### config.mk
export PLATFORM = sky130hd
export DESIGN_NAME = prio_irq_ctrl
export DESIGN_NICKNAME = d
export VERILOG_FILES = /design/src/rtl/irq_ctrl_pkg.sv /design/src/rtl/irq_pri_lifo.sv /design/src/rtl/irq_prio_regs.sv /design/src/rtl/irq_best_pick.sv /design/src/rtl/prio_irq_ctrl.sv
export SDC_FILE = /design/constraint.sdc
export NUM_CORES = 2
export LEC_CHECK = 0
export BUFFER_PORTS_ARGS = -buffer_cell sky130_fd_sc_hd__buf_4
export CORE_MARGIN = 2
export CORE_UTILIZATION = 58
export DETAILED_ROUTE_END_ITERATION = 7
export GPL_TIMING_DRIVEN = 0
export PLACE_DENSITY = 0.81
export SLEW_MARGIN = 15
export SYNTH_ARGS = -nofsm -noshare
export SYNTH_HDL_FRONTEND = slang
export SYNTH_SLANG_ARGS = --single-unit
### constraint.sdc
create_clock -name clk -period 367.6 [get_ports clk]
set_input_delay 55.14 -clock clk [delete_from_list [all_inputs] [get_ports clk]]
set_output_delay 55.14 -clock clk [all_outputs]
set_load 0.01 [all_outputs]
### src/rtl/irq_ctrl_pkg.sv
package irq_ctrl_pkg;

    localparam int unsigned ADDR_W = 9;
    localparam int unsigned DATA_W = 8;

    localparam logic [ADDR_W-1:0] ADR_CUR_PRI = 9'h1F0;
    localparam logic [ADDR_W-1:0] ADR_SW_SET  = 9'h1F1;
    localparam logic [ADDR_W-1:0] ADR_SW_CLR  = 9'h1F2;
    localparam logic [ADDR_W-1:0] ADR_EOI     = 9'h1F3;

    typedef enum logic [0:0] {
        ST_IDLE = 1'b0,
        ST_HELD = 1'b1
    } irq_state_e;

endpackage

### src/rtl/irq_pri_lifo.sv
module irq_pri_lifo #(
    parameter int unsigned DEPTH = 8,
    parameter int unsigned W     = 4,
    localparam int unsigned CNT_W = $clog2(DEPTH + 1),
    localparam int unsigned IDX_W = (DEPTH > 1) ? $clog2(DEPTH) : 1
) (
    input  logic             clk,
    input  logic             rst_n,
    input  logic             push,
    input  logic [W-1:0]     push_data,
    input  logic             pop,
    output logic [W-1:0]     top_data,
    output logic             empty,
    output logic [CNT_W-1:0] level
);

    logic [W-1:0]     mem_q [DEPTH];
    logic [CNT_W-1:0] cnt_q;
    logic             full;

    assign full     = (cnt_q == CNT_W'(DEPTH));
    assign empty    = (cnt_q == '0);
    assign level    = cnt_q;
    assign top_data = empty ? '0 : mem_q[IDX_W'(cnt_q - CNT_W'(1))];

    always_ff @(posedge clk or negedge rst_n) begin
        if (!rst_n) begin
            cnt_q <= '0;
        end else if (push) begin
            if (!full) begin
                cnt_q <= cnt_q + CNT_W'(1);
            end
        end else if (pop && !empty) begin
            cnt_q <= cnt_q - CNT_W'(1);
        end
    end

    for (genvar s = 0; s < DEPTH; s++) begin : g_slot
        always_ff @(posedge clk or negedge rst_n) begin
            if (!rst_n) begin
                mem_q[s] <= '0;
            end else if (push && !full && (cnt_q == CNT_W'(s))) begin
                mem_q[s] <= push_data;
            end
        end
    end

endmodule

### src/rtl/irq_prio_regs.sv
module irq_prio_regs
    import irq_ctrl_pkg::*;
#(
    parameter int unsigned NUM_SRC   = 222,
    parameter int unsigned NUM_SW    = 8,
    parameter int unsigned PRI_W     = 4,
    parameter int unsigned STK_DEPTH = 8,
    localparam int unsigned ID_W     = $clog2(NUM_SRC),
    localparam int unsigned CNT_W    = $clog2(STK_DEPTH + 1)
) (
    input  logic                     clk,
    input  logic                     rst_n,
    input  logic                     reg_wr,
    input  logic [ADDR_W-1:0]        reg_addr,
    input  logic [DATA_W-1:0]        reg_wdata,
    output logic [DATA_W-1:0]        reg_rdata,
    input  logic                     ack_fire,
    input  logic [ID_W-1:0]          ack_id,
    output logic [PRI_W-1:0]         ack_pri,
    output logic [NUM_SRC*PRI_W-1:0] prio_flat,
    output logic [NUM_SW-1:0]        sw_flags,
    output logic [PRI_W-1:0]         cpr,
    output logic [CNT_W-1:0]         stk_level
);

    logic [PRI_W-1:0]  prio_q [NUM_SRC];
    logic [PRI_W-1:0]  cpr_q;
    logic [NUM_SW-1:0] sw_q;
    logic              wr_cpr, wr_set, wr_clr, wr_eoi;
    logic              stk_pop, stk_empty;
    logic [PRI_W-1:0]  stk_top;

    assign wr_cpr  = reg_wr && (reg_addr == ADR_CUR_PRI);
    assign wr_set  = reg_wr && (reg_addr == ADR_SW_SET);
    assign wr_clr  = reg_wr && (reg_addr == ADR_SW_CLR);
    assign wr_eoi  = reg_wr && (reg_addr == ADR_EOI);
    assign stk_pop = wr_eoi && !ack_fire;

    irq_pri_lifo #(
        .DEPTH (STK_DEPTH),
        .W     (PRI_W)
    ) u_stack (
        .clk       (clk),
        .rst_n     (rst_n),
        .push      (ack_fire),
        .push_data (cpr_q),
        .pop       (stk_pop),
        .top_data  (stk_top),
        .empty     (stk_empty),
        .level     (stk_level)
    );

    for (genvar i = 0; i < NUM_SRC; i++) begin : g_prio
        always_ff @(posedge clk or negedge rst_n) begin
            if (!rst_n) begin
                prio_q[i] <= '0;
            end else if (reg_wr && (reg_addr == ADDR_W'(i))) begin
                prio_q[i] <= reg_wdata[PRI_W-1:0];
            end
        end
        assign prio_flat[i*PRI_W +: PRI_W] = prio_q[i];
    end

    always_ff @(posedge clk or negedge rst_n) begin
        if (!rst_n) begin
            cpr_q <= '0;
        end else if (ack_fire) begin
            cpr_q <= ack_pri;
        end else if (wr_cpr) begin
            cpr_q <= reg_wdata[PRI_W-1:0];
        end else if (stk_pop && !stk_empty) begin
            cpr_q <= stk_top;
        end
    end

    always_ff @(posedge clk or negedge rst_n) begin
        if (!rst_n) begin
            sw_q <= '0;
        end else if (wr_set) begin
            sw_q <= sw_q | reg_wdata[NUM_SW-1:0];
        end else if (wr_clr) begin
            sw_q <= sw_q & ~reg_wdata[NUM_SW-1:0];
        end
    end

    always_comb begin
        ack_pri = '0;
        for (int i = 0; i < NUM_SRC; i++) begin
            if (ack_id == ID_W'(i)) begin
                ack_pri = prio_q[i];
            end
        end
    end

    always_comb begin
        reg_rdata = '0;
        if (reg_addr == ADR_CUR_PRI) begin
            reg_rdata = {{(DATA_W-PRI_W){1'b0}}, cpr_q};
        end else if (reg_addr == ADR_SW_SET) begin
            reg_rdata = {{(DATA_W-NUM_SW){1'b0}}, sw_q};
        end else begin
            for (int i = 0; i < NUM_SRC; i++) begin
                if (reg_addr == ADDR_W'(i)) begin
                    reg_rdata = {{(DATA_W-PRI_W){1'b0}}, prio_q[i]};
                end
            end
        end
    end

    assign sw_flags = sw_q;
    assign cpr      = cpr_q;

endmodule

### src/rtl/irq_best_pick.sv
module irq_best_pick #(
    parameter int unsigned NUM_SRC = 222,
    parameter int unsigned PRI_W   = 4,
    localparam int unsigned ID_W   = $clog2(NUM_SRC)
) (
    input  logic [NUM_SRC-1:0]       req,
    input  logic [NUM_SRC*PRI_W-1:0] prio_flat,
    input  logic [PRI_W-1:0]         cpr,
    output logic [ID_W-1:0]          best_id,
    output logic [PRI_W-1:0]         best_pri,
    output logic                     best_hit
);

    // Scan from the top so that a later (lower-numbered) source with an
    // equal priority takes over: ties resolve to the lowest number.
    always_comb begin
        best_id  = '0;
        best_pri = '0;
        for (int i = NUM_SRC - 1; i >= 0; i--) begin
            if (req[i] && (prio_flat[i*PRI_W +: PRI_W] != '0) &&
                (prio_flat[i*PRI_W +: PRI_W] >= best_pri)) begin
                best_id  = ID_W'(i);
                best_pri = prio_flat[i*PRI_W +: PRI_W];
            end
        end
        best_hit = (best_pri != '0) && (best_pri > cpr);
    end

endmodule

### src/rtl/prio_irq_ctrl.sv
module prio_irq_ctrl
    import irq_ctrl_pkg::*;
#(
    parameter int unsigned NUM_SRC   = 222,
    parameter int unsigned NUM_SW    = 8,
    parameter int unsigned PRI_W     = 4,
    parameter int unsigned COMBO_SRC = 9,
    parameter int unsigned COMBO_W   = 8,
    parameter int unsigned STK_DEPTH = 8,
    parameter int unsigned VEC_W     = 16,
    parameter logic [VEC_W-1:0] VEC_BASE = 16'h0800,
    localparam int unsigned NUM_HW   = NUM_SRC - NUM_SW,
    localparam int unsigned ID_W     = $clog2(NUM_SRC),
    localparam int unsigned STK_CW   = $clog2(STK_DEPTH + 1)
) (
    input  logic                clk,
    input  logic                rst_n,
    input  logic [NUM_HW-1:0]   hw_flag,
    input  logic [NUM_HW-1:0]   hw_en,
    input  logic [NUM_HW-1:0]   hw_mask,
    input  logic [COMBO_W-1:0]  combo_sub,
    input  logic                reg_wr,
    input  logic [ADDR_W-1:0]   reg_addr,
    input  logic [DATA_W-1:0]   reg_wdata,
    output logic [DATA_W-1:0]   reg_rdata,
    output logic                irq_req,
    input  logic                irq_ack,
    output logic [VEC_W-1:0]    irq_vec,
    output logic [PRI_W-1:0]    cur_pri
);

    logic [NUM_SRC-1:0]       eff_req;
    logic [NUM_SW-1:0]        sw_flags;
    logic [NUM_SRC*PRI_W-1:0] prio_flat;
    logic [ID_W-1:0]          best_id;
    logic [PRI_W-1:0]         best_pri;
    logic                     best_hit;
    logic [PRI_W-1:0]         ack_pri;
    logic [STK_CW-1:0]        stk_level;
    logic                     ack_fire;

    irq_state_e       state_q, state_d;
    logic [ID_W-1:0]  commit_id_q, commit_id_d;
    logic [PRI_W-1:0] commit_pri_q, commit_pri_d;

    // Effective requests: software flags, then gated hardware lines.
    assign eff_req[NUM_SW-1:0] = sw_flags;

    for (genvar j = 0; j < NUM_HW; j++) begin : g_hw
        logic raw;
        if (j + NUM_SW == COMBO_SRC) begin : g_combo
            assign raw = hw_flag[j] | (|combo_sub);
        end else begin : g_plain
            assign raw = hw_flag[j];
        end
        assign eff_req[j + NUM_SW] = raw & hw_en[j] & ~hw_mask[j];
    end

    irq_prio_regs #(
        .NUM_SRC   (NUM_SRC),
        .NUM_SW    (NUM_SW),
        .PRI_W     (PRI_W),
        .STK_DEPTH (STK_DEPTH)
    ) u_regs (
        .clk       (clk),
        .rst_n     (rst_n),
        .reg_wr    (reg_wr),
        .reg_addr  (reg_addr),
        .reg_wdata (reg_wdata),
        .reg_rdata (reg_rdata),
        .ack_fire  (ack_fire),
        .ack_id    (commit_id_q),
        .ack_pri   (ack_pri),
        .prio_flat (prio_flat),
        .sw_flags  (sw_flags),
        .cpr       (cur_pri),
        .stk_level (stk_level)
    );

    irq_best_pick #(
        .NUM_SRC (NUM_SRC),
        .PRI_W   (PRI_W)
    ) u_pick (
        .req       (eff_req),
        .prio_flat (prio_flat),
        .cpr       (cur_pri),
        .best_id   (best_id),
        .best_pri  (best_pri),
        .best_hit  (best_hit)
    );

    // Next-state and commitment logic.
    always_comb begin
        state_d      = state_q;
        commit_id_d  = commit_id_q;
        commit_pri_d = commit_pri_q;
        unique case (state_q)
            ST_IDLE: begin
                if (best_hit) begin
                    state_d      = ST_HELD;
                    commit_id_d  = best_id;
                    commit_pri_d = best_pri;
                end
            end
            ST_HELD: begin
                if (irq_ack) begin
                    state_d = ST_IDLE;
                end else if (best_hit && (best_pri > commit_pri_q)) begin
                    commit_id_d  = best_id;
                    commit_pri_d = best_pri;
                end
            end
            default: state_d = ST_IDLE;
        endcase
    end

    always_ff @(posedge clk or negedge rst_n) begin
        if (!rst_n) begin
            state_q      <= ST_IDLE;
            commit_id_q  <= '0;
            commit_pri_q <= '0;
        end else begin
            state_q      <= state_d;
            commit_id_q  <= commit_id_d;
            commit_pri_q <= commit_pri_d;
        end
    end

    // Outputs from the registered state.
    always_comb begin
        irq_req  = (state_q == ST_HELD);
        ack_fire = (state_q == ST_HELD) && irq_ack;
        irq_vec  = VEC_BASE + (VEC_W'(commit_id_q) << 2);
    end

endmodule

==> flow_summary.yaml, run 1 <==
outcome:
  outcome: "did not finish"
  lastStage: "global routing (5_1_grt)"
  toolErrorMsg: "[ERROR GRT-0232] Routing congestion too high. Check the congestion heatmap in the GUI."
cts:
  clock_tree.root_cell: "clkbuf_16"
  tritoncts.num_buffers: 106
  cts.htree.levels: 3
  cts.sink_count: 949
  max-clock-path-buffers: 3
sta:
  critical_endpoint_after_global_route_timing_repair: "commit_id_q[5]$_DFFE_PN0P_/D"
  worst_endpoint_kind: "register input"
placement:
  placed_cell_area_sq_um: 126000
  numPlacedInstances: 16980
  final_estimated_routing_congestion_in_global_placement: 1.122
  place.port_buffers: 685
  post-dp-hpwl_mm: 451.1
floorplanning:
  boundaryPins: 700
  die_h_microns: 439.9
  num_rows: 159
  fp.dieW_microns: 439.9
  initial_standard_cell_utilization_of_the_core: 0.5855
logic_synthesis:
  synth_cell_types: 219
  synth_edf_count: 0
  ys_seq_elements: 949
  synth_ff_type: "dfrtp_1"
  synth_seq_area_share: 0.2155
  post_synthesis_instance_area_sq_um: 110200
  postSynthAreaPerCell_sq_um: 8.019
  yosysWarnings: 0
  syn_inst: 13740
  asyncSetResetFlopFracSynth: 1.000
global_route:
  grt_overflow_total: 1588
  pin_count_of_the_biggest_net_entering_global_routing: 151
  grtUsageTotal: 0.8867
[cell families after synthesis]
family          after synthesis  share of synthesized area
simple gates               4937                     0.2225
compound gates             4704                     0.3083
buf+inv                    1372                    0.06584
mux                        1212                     0.1255
flops                       949                     0.2155
fa+ha+maj                   561                    0.06197
xor+xnor                      4                  0.0003180
other cells                   2                 0.00006816
[cell usage after synthesis, types with 55 or more instances]
| library cell | count | area share |
|---|---|---|
| mux2_2 | 1039 | 0.11 |
| mux2i_1 | 122 | 0.011 |
| or2b_2 | 114 | 0.0091 |
| o221ai_1 | 113 | 0.0090 |
| a31oi_1 | 197 | 0.011 |
| o211ai_1 | 186 | 0.013 |
| o2111ai_1 | 55 | 0.0044 |
| and2_1 | 83 | 0.0047 |
| buf_1 | 73 | 0.0025 |
| a221oi_1 | 81 | 0.0064 |
| o22ai_1 | 381 | 0.022 |
| nor4_1 | 227 | 0.013 |
| ha_1 | 477 | 0.054 |
| o21ai_0 | 945 | 0.043 |
| or2_2 | 75 | 0.0043 |
| maj3_1 | 71 | 0.0064 |
| nor3_1 | 438 | 0.020 |
| nand2_1 | 1786 | 0.061 |
| a22oi_1 | 149 | 0.010 |
| buf_6 | 56 | 0.0057 |
| and3_2 | 60 | 0.0041 |
| dfrtp_1 | 949 | 0.22 |
| nand2b_1 | 150 | 0.0085 |
| a211oi_1 | 122 | 0.0083 |
| nand3_1 | 298 | 0.014 |
| buf_4 | 57 | 0.0039 |
| a21oi_1 | 843 | 0.038 |
| clkbuf_1 | 406 | 0.014 |
| o31ai_1 | 85 | 0.0058 |
| inv_1 | 620 | 0.021 |
| o21ai_1 | 71 | 0.0032 |
| o21a_1 | 134 | 0.0091 |
| clkbuf_8 | 79 | 0.0099 |
| nor2_1 | 1012 | 0.034 |
| and2_2 | 140 | 0.0095 |
| a21o_2 | 70 | 0.0056 |
| a21o_1 | 73 | 0.0050 |
[routing by layer]
metal  GRT usage  GRT overflow
met1      0.8767           141
met2      0.9837           757
met3      0.8204           149
met4      0.8704           521
met5      0.6221            20
[stage by stage]
step           worst slack [ns]  hold WS (ns)
4_1_cts                  -18.68        0.4952
3_5_place_dp             -40.85        0.4742
3_3_place_gp             -33.88        0.4567
2_1_floorplan            -4.898        0.4446
[repair_timing]
action                     4_1_cts
setup endpoints to repair       13
resized for setup              371
buffers inserted               528
hold buffers                     0
pin swaps                      455
==> run 2, diff against run 1 <==
CORE_UTILIZATION = 40   (was 58)
PLACE_DENSITY = not set   (was 0.81)
PLACE_DENSITY_LB_ADDON = 0.15   (was not set)
clock period = 477.9 ns   (was 367.6 ns; I/O delays follow)
==> flow_summary.yaml, run 2 <==
layout:
  nets: 15830
  flip_flop_count_of_the_largest_register_all_copies_and_words_added: 888
  layout.cells.most_common_list: "nand2_1 (1778), mux2_2 (1039), nor2_1 (985)"
  layout.filler_cells: 27650
  regArea_sq_um: 23750
  syn_to_final_growth_pct: 15.57
  area_used_by_multi_input_combinational_logic_sq_um: 80230
  fin_util: 0.4650
  share_of_layout_cells_above_drive_strength_1: 0.2613
  layout.cells.most_common: "nand2_1"
critical_path:
  critical_path.slowest_cell: "or4b_1"
  crit_arrival_ns: 383.20
  critical_path_fanout_max: 10
  critPathTopFamily: "compound AO/OA/AOI/OAI gates"
  critical_path.endpoint_type: "register"
  cpPeakStageDelay_ns: 0.51
  critical_path_cell_count: 704
  worstSetupStartpointType: "primary input"
  required_time_worst_endpoint_ns: 478.59
  worstPathBufferInverterCount: 27
  path_class: "in2reg"
  critical_path.most_common_cell: "ha_1"
pwr:
  leakage_nw: 53.55
  seqPwrFrac: 0.196
  power.switching_w: 0.0002221
  share_of_total_power_consumed_by_net_switching: 0.4776
  power.density_nw_per_um2: 3.652
  cell_int_power_w: 0.0002429
  vdd_ir_drop_max_uv: 3.468
  p_clk_frac: 0.206
  comb_power_share: 0.598
logic_synthesis:
  synth_cell_types: 219
  synth.most_common_cell: "nand2_1"
  post-synth-top-area-cell: "dfrtp_1"
  syn_inst: 13740
  asyncSetResetFlopFracSynth: 1.000
  synth_top_cells_by_count: "nand2_1 (1786), mux2_2 (1039), nor2_1 (1012)"
  synth_seq_area_share: 0.2155
  synth_edf_count: 0
  synth_ff_type: "dfrtp_1"
  yosysWarnings: 0
  post_synthesis_instance_area_sq_um: 110200
  netlist.area_leader.share: 0.2155
  synthTopCellsByArea: "dfrtp_1 (22%), mux2_2 (11%), nand2_1 (6.1%)"
  postSynthAreaPerCell_sq_um: 8.019
  ys_seq_elements: 949
sta:
  finalClockSkew_ns: 0.04384
  report.final.setup_viol: 0
  timing.final.max_slew_violations: 26
  post-route-period-util: 0.9488
  worst_slew_margin_relative_to_its_limit: -0.09621
  final.hold.worst_slack_ns: 0.4737
  fmax_ghz: 0.002205
  finalCriticalPeriod_ns: 453.43
  final-hold-violation-count: 0
drt:
  drt_first_pass_iters: 8
  total_via_count_after_detailed_routing: 124000
  vias_per_cell: 6.726
  drcViolationCount: 19
  drt_first_iter_violations: 16080
  route.final.wire_length_mm: 605.6
  post_drt_wl_per_cell_microns: 32.85
  drtAntennaViolNets: 0
cts:
  cts_hold_buf: 0
  clock_insertion_delay_worst_skew_ns: 0.83
  cts.sink_count: 949
  path_clk_slew_ns: 0.06
  cts.htree.levels: 3
  tritoncts: "built"
  clock_tree.root_cell: "clkbuf_16"
  max-clock-path-buffers: 3
  tritoncts.num_buffers: 111
floorplanning:
  coreArea_sq_um: 273900
  fp.dieW_microns: 528.8
  initial_standard_cell_utilization_of_the_core: 0.4023
  die_h_microns: 528.8
  die_ar_sq_um: 279700
  boundaryPins: 700
  num_rows: 192
global_route:
  grtUsageTotal: 0.4133
  number_of_antenna_violations_at_the_first_check_in_global_routing: 68
  grt_first_pass_wirelength_mm: 837.2
  pin_count_of_the_biggest_net_entering_global_routing: 149
  grt_overflow_total: 0
  first_global_vias: 111300
hold_path:
  worst_hold_stages: 2
  min_path_type: "reg2reg"
outcome:
  failed_checks: "design-rule violations, max-capacitance violations, max-slew violations"
  outcome: "finished with violations"
placement:
  final_estimated_routing_congestion_in_global_placement: 1.067
  place.port_buffers: 685
  post-dp-hpwl_mm: 473.6
flow_run:
  drv.max_cap_violation_count: 4
[run 2: timing repair]
item | 4_1_cts | 5_1_grt
buffers inserted | 0 | 68
resized for setup | 0 | 228
endpoints found under the setup margin | 0 | 13
[run 2: per-stage QoR]
| step | area [sq um] | setup WS, ns | cells | total power [W] | TNS, ns |
|---|---|---|---|---|---|
| after floorplan | 110200 | 57.27 | 13750 | 0.0002594 | 0 |
| after global placement | 119800 | 7.953 | 18020 | 0.0003490 | 0 |
| after global routing | 127200 | -0.7967 | 18390 | 0.0004833 | -9.081 |
| after CTS | 125700 | 7.493 | 18290 | 0.0004483 | 0 |
| final | 127300 | 24.47 | 18440 | 0.0004651 | 0 |
| after detailed placement | 121700 | 8.495 | 18090 | 0.0003520 | 0 |
[run 2: routing by layer]
layer / part of all wire / track usage / vias to the layer above
met1: 0.40 / 0.5331 / 59890
met2: 0.38 / 0.5579 / 8020
met3: 0.13 / 0.1560 / 2019
li1: - / - / 54010
met5: 0.0018 / 0.01766 / -
met4: 0.086 / 0.2912 / 52
[run 2: path summary, 6_finish.rpt]
| kind | startpoint | end | slack [ns] |
|---|---|---|---|
| max in group asynchronous | rst_n | u_regs.prio_flat[129] | 404.68 |
| setup / recovery | hw_mask[213] | commit_id_q[1] | 95.39 |
| hold reg to reg | u_regs.u_stack.mem_q[26] | u_regs.u_stack.mem_q[26] | 0.47 |
| min in group asynchronous | rst_n | u_regs.prio_flat[594] | 70.73 |
| hold / removal | u_regs.u_stack.mem_q[26] | u_regs.u_stack.mem_q[26] | 0.47 |
[run 2: power by group through the flow]
| stage | registers, W | logic [W] | clock network, W |
|---|---|---|---|
| detailed placement | 0.0000921 | 0.000260 | 0 |
| finish | 0.0000910 | 0.000278 | 0.0000959 |
| global route | 0.0000911 | 0.000293 | 0.0000988 |
| global placement | 0.0000921 | 0.000257 | 0 |
| floorplan | 0.0000891 | 0.000170 | 0 |
| CTS | 0.0000906 | 0.000262 | 0.0000959 |
[run 2: area by class of cell]
class	count	share of cell area
inverter	624	0.01840
clock inverter	51	0.006632
clock buffer	149	0.02482
tap	3589	0.03526
timing repair buffer	827	0.05715
antenna	75	0.001474
multi-input combinational	11430	0.6301
sequential	949	0.1865
buffer	745	0.03970
[run 2: cell families (layout without fill, tap and decap cells)]
logic type / Yosys count / after routing / synth area share
AO/OA/AOI/OAI: 4704 / 4704 / 0.3083
XOR/XNOR: 4 / 4 / 0.0003180
adder cells (fa/ha/maj): 561 / 561 / 0.06197
buffers and inverters: 1372 / 2396 / 0.06584
flip-flops: 949 / 949 / 0.2155
multiplexers: 1212 / 1212 / 0.1255
other: 2 / 83 / 0.00006816
AND/OR/NAND/NOR: 4937 / 4937 / 0.2225
(Power assumes the default switching activity.)
